$ cat config.mk
export PLATFORM = sky130hd
export DESIGN_NAME = pd_dispatch
export DESIGN_NICKNAME = d
export VERILOG_FILES = /design/src/rtl/pd_pkg.sv /design/src/rtl/pd_decode.sv /design/src/rtl/pd_seq.sv /design/src/rtl/pd_ctx_load.sv /design/src/rtl/pd_dispatch.sv
export SDC_FILE = /design/constraint.sdc
export NUM_CORES = 1
export LEC_CHECK = 0
export ABC_AREA = 1
export ABC_CLOCK_PERIOD_IN_PS = 1900
export BUFFER_PORTS_ARGS = -buffer_cell sky130_fd_sc_hd__buf_2
export CAP_MARGIN = 20
export CORE_AREA = 2 2 104 106
export CTS_CLUSTER_DIAMETER = 200
export CTS_CLUSTER_SIZE = 16
export DETAILED_ROUTE_END_ITERATION = 6
export DIE_AREA = 0 0 106 108
export PLACE_DENSITY_LB_ADDON = 0.05
export SYNTH_ARGS = -nofsm -noshare
export SYNTH_HDL_FRONTEND = slang
export SYNTH_SLANG_ARGS = --single-unit
export TNS_END_PERCENT = 20
$ cat constraint.sdc
create_clock -name clk_i -period 1.9 [get_ports clk_i]
set_input_delay 0.095 -clock clk_i [delete_from_list [all_inputs] [get_ports clk_i]]
set_output_delay 0.095 -clock clk_i [all_outputs]
set_load 0.02 [all_outputs]
$ cat src/rtl/pd_pkg.sv
package pd_pkg;
  localparam int unsigned ADDR_W    = 16;
  localparam int unsigned DATA_W    = 16;
  localparam int unsigned CTX_WORDS = 10;
  localparam int unsigned RIDX_W    = 4;

  typedef enum logic [1:0] {S_IDLE, S_HI, S_LO, S_CTX} seq_state_e;

  typedef enum logic [1:0] {
    PT_KERN = 2'b00,
    PT_USER = 2'b01,
    PT_SUPV = 2'b10,
    PT_IO   = 2'b11
  } ptype_e;

  typedef struct packed {
    ptype_e     ptype;
    logic [2:0] func;
    logic       ext;
    logic [7:0] status;
  } desc_hi_t;

  // context word order -> register-file index
  function automatic int unsigned ctx_to_ridx(int unsigned w);
    if (w == 0)                  return 8;
    else if (w == 1)             return 9;
    else if (w == CTX_WORDS - 1) return 7;
    else                         return w - 2;
  endfunction
endpackage

$ cat src/rtl/pd_decode.sv
module pd_decode
  import pd_pkg::*;
(
  input  logic [DATA_W-1:0] word_i,
  output desc_hi_t          hi_o
);
  logic unused_rsvd;
  assign unused_rsvd = ^word_i[9:8];

  always_comb begin
    hi_o.ptype  = ptype_e'(word_i[15:14]);
    hi_o.func   = word_i[13:11];
    hi_o.ext    = word_i[10];
    hi_o.status = word_i[7:0];
  end
endmodule

$ cat src/rtl/pd_seq.sv
module pd_seq
  import pd_pkg::*;
#(
  parameter int unsigned AW    = ADDR_W,
  parameter int unsigned DW    = DATA_W,
  parameter int unsigned NCTX  = CTX_WORDS,
  parameter int unsigned CNT_W = $clog2(NCTX)
) (
  input  logic             clk_i,
  input  logic             rst_ni,
  input  logic             start_i,
  input  logic [AW-1:0]    num_i,
  input  logic             go_ctx_i,
  input  logic             mem_ack_i,
  input  logic [DW-1:0]    mem_rdata_i,
  output logic             mem_req_o,
  output logic [AW-1:0]    mem_addr_o,
  output logic             busy_o,
  output logic             hi_ack_o,
  output logic             lo_ack_o,
  output logic             ctx_ack_o,
  output logic [CNT_W-1:0] ctx_idx_o,
  output logic             finish_o,
  output logic [AW-1:0]    loc_o
);
  seq_state_e       state_q;
  logic [AW-1:0]    num_q, loc_q;
  logic [CNT_W-1:0] cnt_q;
  logic             last_ctx;

  assign busy_o    = state_q != S_IDLE;
  assign mem_req_o = busy_o;
  assign hi_ack_o  = (state_q == S_HI)  && mem_ack_i;
  assign lo_ack_o  = (state_q == S_LO)  && mem_ack_i;
  assign ctx_ack_o = (state_q == S_CTX) && mem_ack_i;
  assign ctx_idx_o = cnt_q;
  assign last_ctx  = cnt_q == CNT_W'(NCTX - 1);
  assign finish_o  = (lo_ack_o && !go_ctx_i) || (ctx_ack_o && last_ctx);
  assign loc_o     = loc_q;

  always_comb begin
    unique case (state_q)
      S_LO:    mem_addr_o = num_q + AW'(2);
      S_CTX:   mem_addr_o = loc_q + (AW'(cnt_q) << 1);
      default: mem_addr_o = num_q;
    endcase
  end

  always_ff @(posedge clk_i or negedge rst_ni) begin
    if (!rst_ni) begin
      state_q <= S_IDLE;
      num_q   <= '0;
      loc_q   <= '0;
      cnt_q   <= '0;
    end else begin
      unique case (state_q)
        S_IDLE: if (start_i) begin
          state_q <= S_HI;
          num_q   <= num_i;
        end
        S_HI: if (mem_ack_i) state_q <= S_LO;
        S_LO: if (mem_ack_i) begin
          loc_q   <= AW'(mem_rdata_i);
          cnt_q   <= '0;
          state_q <= go_ctx_i ? S_CTX : S_IDLE;
        end
        S_CTX: if (mem_ack_i) begin
          if (last_ctx) state_q <= S_IDLE;
          else          cnt_q   <= cnt_q + CNT_W'(1);
        end
        default: state_q <= S_IDLE;
      endcase
    end
  end
endmodule

$ cat src/rtl/pd_ctx_load.sv
module pd_ctx_load
  import pd_pkg::*;
#(
  parameter int unsigned DW    = DATA_W,
  parameter int unsigned CNT_W = 4,
  parameter int unsigned IW    = RIDX_W
) (
  input  logic             clk_i,
  input  logic             rst_ni,
  input  logic             clr_i,
  input  logic             ctx_ack_i,
  input  logic [CNT_W-1:0] ctx_idx_i,
  input  logic [DW-1:0]    data_i,
  output logic             rf_we_o,
  output logic [IW-1:0]    rf_idx_o,
  output logic [DW-1:0]    rf_data_o,
  output logic             curmap_nz_o
);
  always_ff @(posedge clk_i or negedge rst_ni) begin
    if (!rst_ni) begin
      rf_we_o     <= 1'b0;
      rf_idx_o    <= '0;
      rf_data_o   <= '0;
      curmap_nz_o <= 1'b0;
    end else begin
      rf_we_o <= ctx_ack_i;
      if (clr_i) curmap_nz_o <= 1'b0;
      if (ctx_ack_i) begin
        rf_idx_o  <= IW'(ctx_to_ridx(int'(ctx_idx_i)));
        rf_data_o <= data_i;
        if (ctx_idx_i == CNT_W'(1)) curmap_nz_o <= |data_i;
      end
    end
  end
endmodule

$ cat src/rtl/pd_dispatch.sv
module pd_dispatch
  import pd_pkg::*;
#(
  parameter int unsigned ADDR_BITS = ADDR_W,
  parameter int unsigned DATA_BITS = DATA_W,
  parameter int unsigned NCTX      = CTX_WORDS,
  parameter int unsigned IDX_BITS  = RIDX_W
) (
  input  logic                 clk_i,
  input  logic                 rst_ni,
  input  logic                 req_valid_i,
  input  logic [1:0]           req_src_i,
  input  logic [ADDR_BITS-1:0] req_num_i,
  output logic                 busy_o,
  output logic                 mem_req_o,
  output logic [ADDR_BITS-1:0] mem_addr_o,
  input  logic                 mem_ack_i,
  input  logic [DATA_BITS-1:0] mem_rdata_i,
  output logic                 done_o,
  output logic [1:0]           src_o,
  output logic [1:0]           type_o,
  output logic [2:0]           func_o,
  output logic                 ext_o,
  output logic [7:0]           status_o,
  output logic [ADDR_BITS-1:0] loc_o,
  output logic [DATA_BITS-1:0] pc_o,
  output logic                 map_load_o,
  output logic                 io_start_o,
  output logic                 rf_we_o,
  output logic [IDX_BITS-1:0]  rf_idx_o,
  output logic [DATA_BITS-1:0] rf_data_o
);
  localparam int unsigned CNT_W = $clog2(NCTX);

  desc_hi_t         dec, hi_q;
  logic             start, go_ctx, is_io;
  logic             hi_ack, lo_ack, ctx_ack, finish, curmap_nz;
  logic [CNT_W-1:0] ctx_idx;
  logic             done_q, map_q, io_q;
  logic [1:0]       src_q;
  logic [DATA_BITS-1:0] pc_q;

  assign start  = req_valid_i && !busy_o;
  assign is_io  = hi_q.ptype == PT_IO;
  assign go_ctx = hi_q.ext && !is_io;

  pd_decode u_decode (.word_i(mem_rdata_i), .hi_o(dec));

  pd_seq #(.AW(ADDR_BITS), .DW(DATA_BITS), .NCTX(NCTX), .CNT_W(CNT_W)) u_seq (
    .clk_i, .rst_ni,
    .start_i    (start),
    .num_i      (req_num_i),
    .go_ctx_i   (go_ctx),
    .mem_ack_i,
    .mem_rdata_i,
    .mem_req_o,
    .mem_addr_o,
    .busy_o,
    .hi_ack_o   (hi_ack),
    .lo_ack_o   (lo_ack),
    .ctx_ack_o  (ctx_ack),
    .ctx_idx_o  (ctx_idx),
    .finish_o   (finish),
    .loc_o
  );

  pd_ctx_load #(.DW(DATA_BITS), .CNT_W(CNT_W), .IW(IDX_BITS)) u_ctx (
    .clk_i, .rst_ni,
    .clr_i       (start),
    .ctx_ack_i   (ctx_ack),
    .ctx_idx_i   (ctx_idx),
    .data_i      (mem_rdata_i),
    .rf_we_o,
    .rf_idx_o,
    .rf_data_o,
    .curmap_nz_o (curmap_nz)
  );

  always_ff @(posedge clk_i or negedge rst_ni) begin
    if (!rst_ni) begin
      hi_q   <= '0;
      src_q  <= '0;
      pc_q   <= '0;
      done_q <= 1'b0;
      map_q  <= 1'b0;
      io_q   <= 1'b0;
    end else begin
      done_q <= finish;
      map_q  <= finish && go_ctx && curmap_nz;
      io_q   <= finish && is_io;
      if (start)  src_q <= req_src_i;
      if (hi_ack) hi_q  <= dec;
      // final word in flight is LOC (plain) or context PC (extended)
      if (finish) pc_q  <= is_io ? '0 : mem_rdata_i;
    end
  end

  assign done_o     = done_q;
  assign src_o      = src_q;
  assign type_o     = hi_q.ptype;
  assign func_o     = hi_q.func;
  assign ext_o      = hi_q.ext;
  assign status_o   = hi_q.status;
  assign pc_o       = pc_q;
  assign map_load_o = map_q;
  assign io_start_o = io_q;
endmodule

==> summary by stage <==
Critical path
Of all nets on the critical path, the largest fanout is 5. STA classifies the critical path startpoint as a flop. The cell with the most instances on the worst path is nand2_1.

Walking the worst path, the cells encountered are ha_2, fa_2, buf_4, nand2_1, nand2_2, xor2_1, nand2_1, o21ai_2, buf_6. The endpoint kind of the worst setup timing path is an output pin. The type of the worst setup path is flop to output pin.

The top cell family by delay on the critical path is adder cells. The arrival time of data at the critical path endpoint is about 2.1 ns. For this run, the slowest stage of the critical path takes about 0.4 ns. The master of the slowest instance on the critical path is dfrtp_1. The number of buffer and inverter instances along the worst setup path is 2. The required time at the endpoint of the critical path is 1.80 ns.

Power
Of the total power, combinational logic draws between 50% and 60%. The clock share of power is 12.5%. The leakage power is between 3 and 4 nW. VDD sags by at most 0.9641 mV. The internal power consumption is around 0.0057 W. The sequential fraction of design power is 34.4%. The switching power summed over all nets is ~0.0051 W. After layout, the design draws a total of approximately 0.011 W. Net switching is 47.04% of the power. The power per unit of standard cell area is about 1700 mW/mm^2.

STA
The setup TNS is -1.946 ns. The slew at the pin with the worst max-slew slack is slightly above 0.5 ns. The worst setup skew after layout is just under 0.01 ns. The post-route minimum period is ~2.1 ns. In this run the tightest slew margin relative to its limit is 65.48%. Setup repair after global routing could not meet its margin everywhere. In the post-route analysis, the smallest setup slack over all paths is -0.2468 ns. The final setup violation count is 13. The tightest hold path in the finished design has a slack of roughly 0.04 ns. The number of max-slew violations in the final report came to 0.

The final critical-path share of the clock period is 113.0%. Based on the critical path, the design can be clocked at up to between 400 and 500 MHz. The final count of hold timing violations was 0.

Drt
In the final routing, the length of wire on met1 measures a little over 6 mm. The count of vias placed by the detailed router is between 4,000 and 5,000. The number of optimization iterations in the first detailed-route pass is 5. After detailed routing, the average wire length per cell comes to 14.53 um. The wire length on met3 is a little over 700 um. The remaining number of nets flagged by the antenna check after routing is 0. The highest layer touched by signal routing is met4. The first routing iteration left 222 violations. The routed via count divided by cell count is around 5.0. The number of DRC violations after detailed routing is 0.

The met2 wirelength from detailed routing is roughly 6.3 mm. The total wirelength of the detailed-routed design is between 10 and 15 mm.

Floorplan
The number of placement rows is 37. The floorplan step set the die width to between 100 and 150 um. The initial utilization of the core area, before any placement, comes to between 40% and 50%. The area of the die is 0.01145 sq mm. The die is approximately 110 um tall. The region available for standard cell placement spans between 0.01 and 0.015 sq mm.

In this run the count of I/O pins placed on the die edge is ~130.

Synth
The number of different library cells used by synthesis comes to 34. The number of synthesis warnings is 0. Sequential cells were found to cover around 50% of the synthesized design area. The count of mapped cells out of synthesis is between 600 and 700. Averaged over all synthesized cells, the footprint is roughly 8 sq um. The synthesized design contains 95 register bits. When the netlist entered floorplanning its net count stood at between 600 and 700. In this run the cell area of the synthesized design comes to 0.004805 sq mm.

Global routing
The largest net degree at the start of global routing is 50. The number of antenna violations at the first check in global routing is 0. For this run, the total global-route usage over all layers was measured as between 20% and 30%. The total grt overflow is 0. The via count of the first global-routing pass is 4,387. The first-pass GRT wire length is 21.93 mm.

Run status
The final reports fail on negative setup slack. The flow ran to the end, but the final reports show violations.

Cells and area
The most common library cell in the layout ignoring fill and taps is nand2_1. The number of standard cells in the final layout excluding fillers is around 920. The layout net count is 830. Leaving out fill and tap cells, the most frequent cells in the layout are 172 x nand2_1, 116 x buf_2, 89 x dfrtp_1.

Cells with a size suffix above 1 make up 27.74% of the layout. The filler cells instantiated in the layout total just over 900. The area growth from synthesis to layout is 34.22%. The repair_antennas step left the layout with diodes totalling 0.

The share of the core filled with cells is 63.03%.

Clock tree
In this run the deepest clock path goes through 2 buffers. The clock latency reported for the late side of the worst-skew pair is ~0.37 ns. CTS placed an instance of clkbuf_8 at the clock tree root.

The clock-pin slew on the worst setup and hold paths is roughly 0.090 ns. In this run the number of H-tree levels came out at 3. TritonCTS built the clock tree.

Buffers inserted during clock tree synthesis total 9. The CTS sink count is between 90 and 100.

Placement
In this run the tool buffered the top-level ports with 127 buffer cells. Routability-driven placement finished with a final weighted congestion of 0.8726. The detailed placer's ending HPWL is 9.884 mm.

Including well taps, the total number of placed cells is between 800 and 900.

Run
The max-cap violation count is 0.

Min path
The worst min-delay path class is input pin to flop.
[power by group through the flow]
stage	registers (W)	clock network [W]	logic (W)
after floorplan	0.00440	0	0.00270
after CTS	0.00370	0.00139	0.00565
after global placement	0.00368	0	0.00531
after global routing	0.00385	0.00146	0.00633
after detailed placement	0.00370	0	0.00537
final	0.00371	0.00135	0.00574
[worst reg2reg max path, delay by kind of cell, from the launching register on]
kind	cells	cell delay, ns
flip-flops	1	0.39
buffers and inverters	3	0.41
AND/OR/NAND/NOR	5	0.54
adder cells (fa/ha/maj)	1	0.22
[cell type report]
type	count	area, sq um	area share, %
Multi-Input combinational cell	426	2198	34.09
Clock inverter	4	55.05	0.8537
Tap cell	136	170.2	2.639
Sequential cell	95	2385	36.98
Inverter	62	239.0	3.706
Clock buffer	12	135.1	2.095
Timing Repair Buffer	187	1266	19.64
[metrics by stage]
step	cell area, sq um	setup slack (ns)
6_report	6449	-0.2468
5_1_grt	6449	-0.3774
4_1_cts	6370	-0.2648
3_5_place_dp	5718	-0.04050
3_3_place_gp	5718	-0.02317
2_1_floorplan	4805	0.01436
[routing by layer]
| metal | GRT usage, % | vias up |
|---|---|---|
| met5 | 0 | - |
| met4 | 8.365 | 0 |
| met3 | 4.219 | 14 |
| met2 | 39.54 | 130 |
| met1 | 33.94 | 2152 |
| li1 | - | 2310 |
[kinds of logic after synthesis]
group | count (synthesis) | synth area share (%)
buffers and inverters | 81 | 7.187
AO/OA/AOI/OAI | 92 | 9.974
multiplexers | 9 | 2.109
adder cells (fa/ha/maj) | 11 | 3.021
AND/OR/NAND/NOR | 312 | 27.86
XOR/XNOR | 2 | 0.3646
flip-flops | 95 | 49.48
[cells in the mapped netlist, drive strengths merged]
library cell	count	share of area [%]
nand3	73	7.7
fa	1	0.42
mux2	9	2.1
a21oi	21	2.2
o211ai	2	0.31
nor3	5	0.52
nand2	182	15
nor2	39	3.4
nand3b	1	0.16
or2	2	0.26
o21ai	64	6.7
nor3b	1	0.16
buf	11	1.7
o221ai	1	0.18
nor4	2	0.26
clkinv	1	0.078
inv	61	4.8
xor2	2	0.36
ha	10	2.6
a21o	2	0.31
o21bai	1	0.16
o21a	1	0.16
nand4	7	0.91
dfrtp	95	49
clkbuf	8	0.63
[flip-flops by register name (all words and copies together), names as in the netlist, 2 cells and up]
name,cells
type_o,2
u_seq.loc_o,16
u_seq.num_q,16
status_o,8
u_seq.ctx_idx_o,4
func_o,3
u_seq.state_q,2
src_o,2
u_ctx.rf_idx_o,4
pc_o,16
u_ctx.rf_data_o,16
[path summary, 6_finish.rpt]
check / cells after the start / endpoint / slack (ns) / start
max: 9 / mem_addr_o[7] / -0.25 / u_seq.loc_o[1]
min: 3 / u_seq.ctx_idx_o[0] / 0.04 / mem_ack_i
max reg2reg: 9 / pc_o[8] / 0.23 / u_seq.ctx_idx_o[0]
min reg2reg: 1 / u_ctx.rf_idx_o[2] / 0.48 / u_ctx.rf_idx_o[2]
max in group asynchronous: 3 / pc_o[0] / 1.04 / rst_ni
min in group asynchronous: 2 / u_seq.num_q[12] / 0.23 / rst_ni
[repair_timing]
action                                 CTS  global route
hold buffers                            35             0
setup endpoints to repair               13            15
resized for setup                       32            19
endpoints found under the hold margin   75             0
pin swaps                                2             7
buffers inserted                         0             3
(Power assumes the default switching activity.)
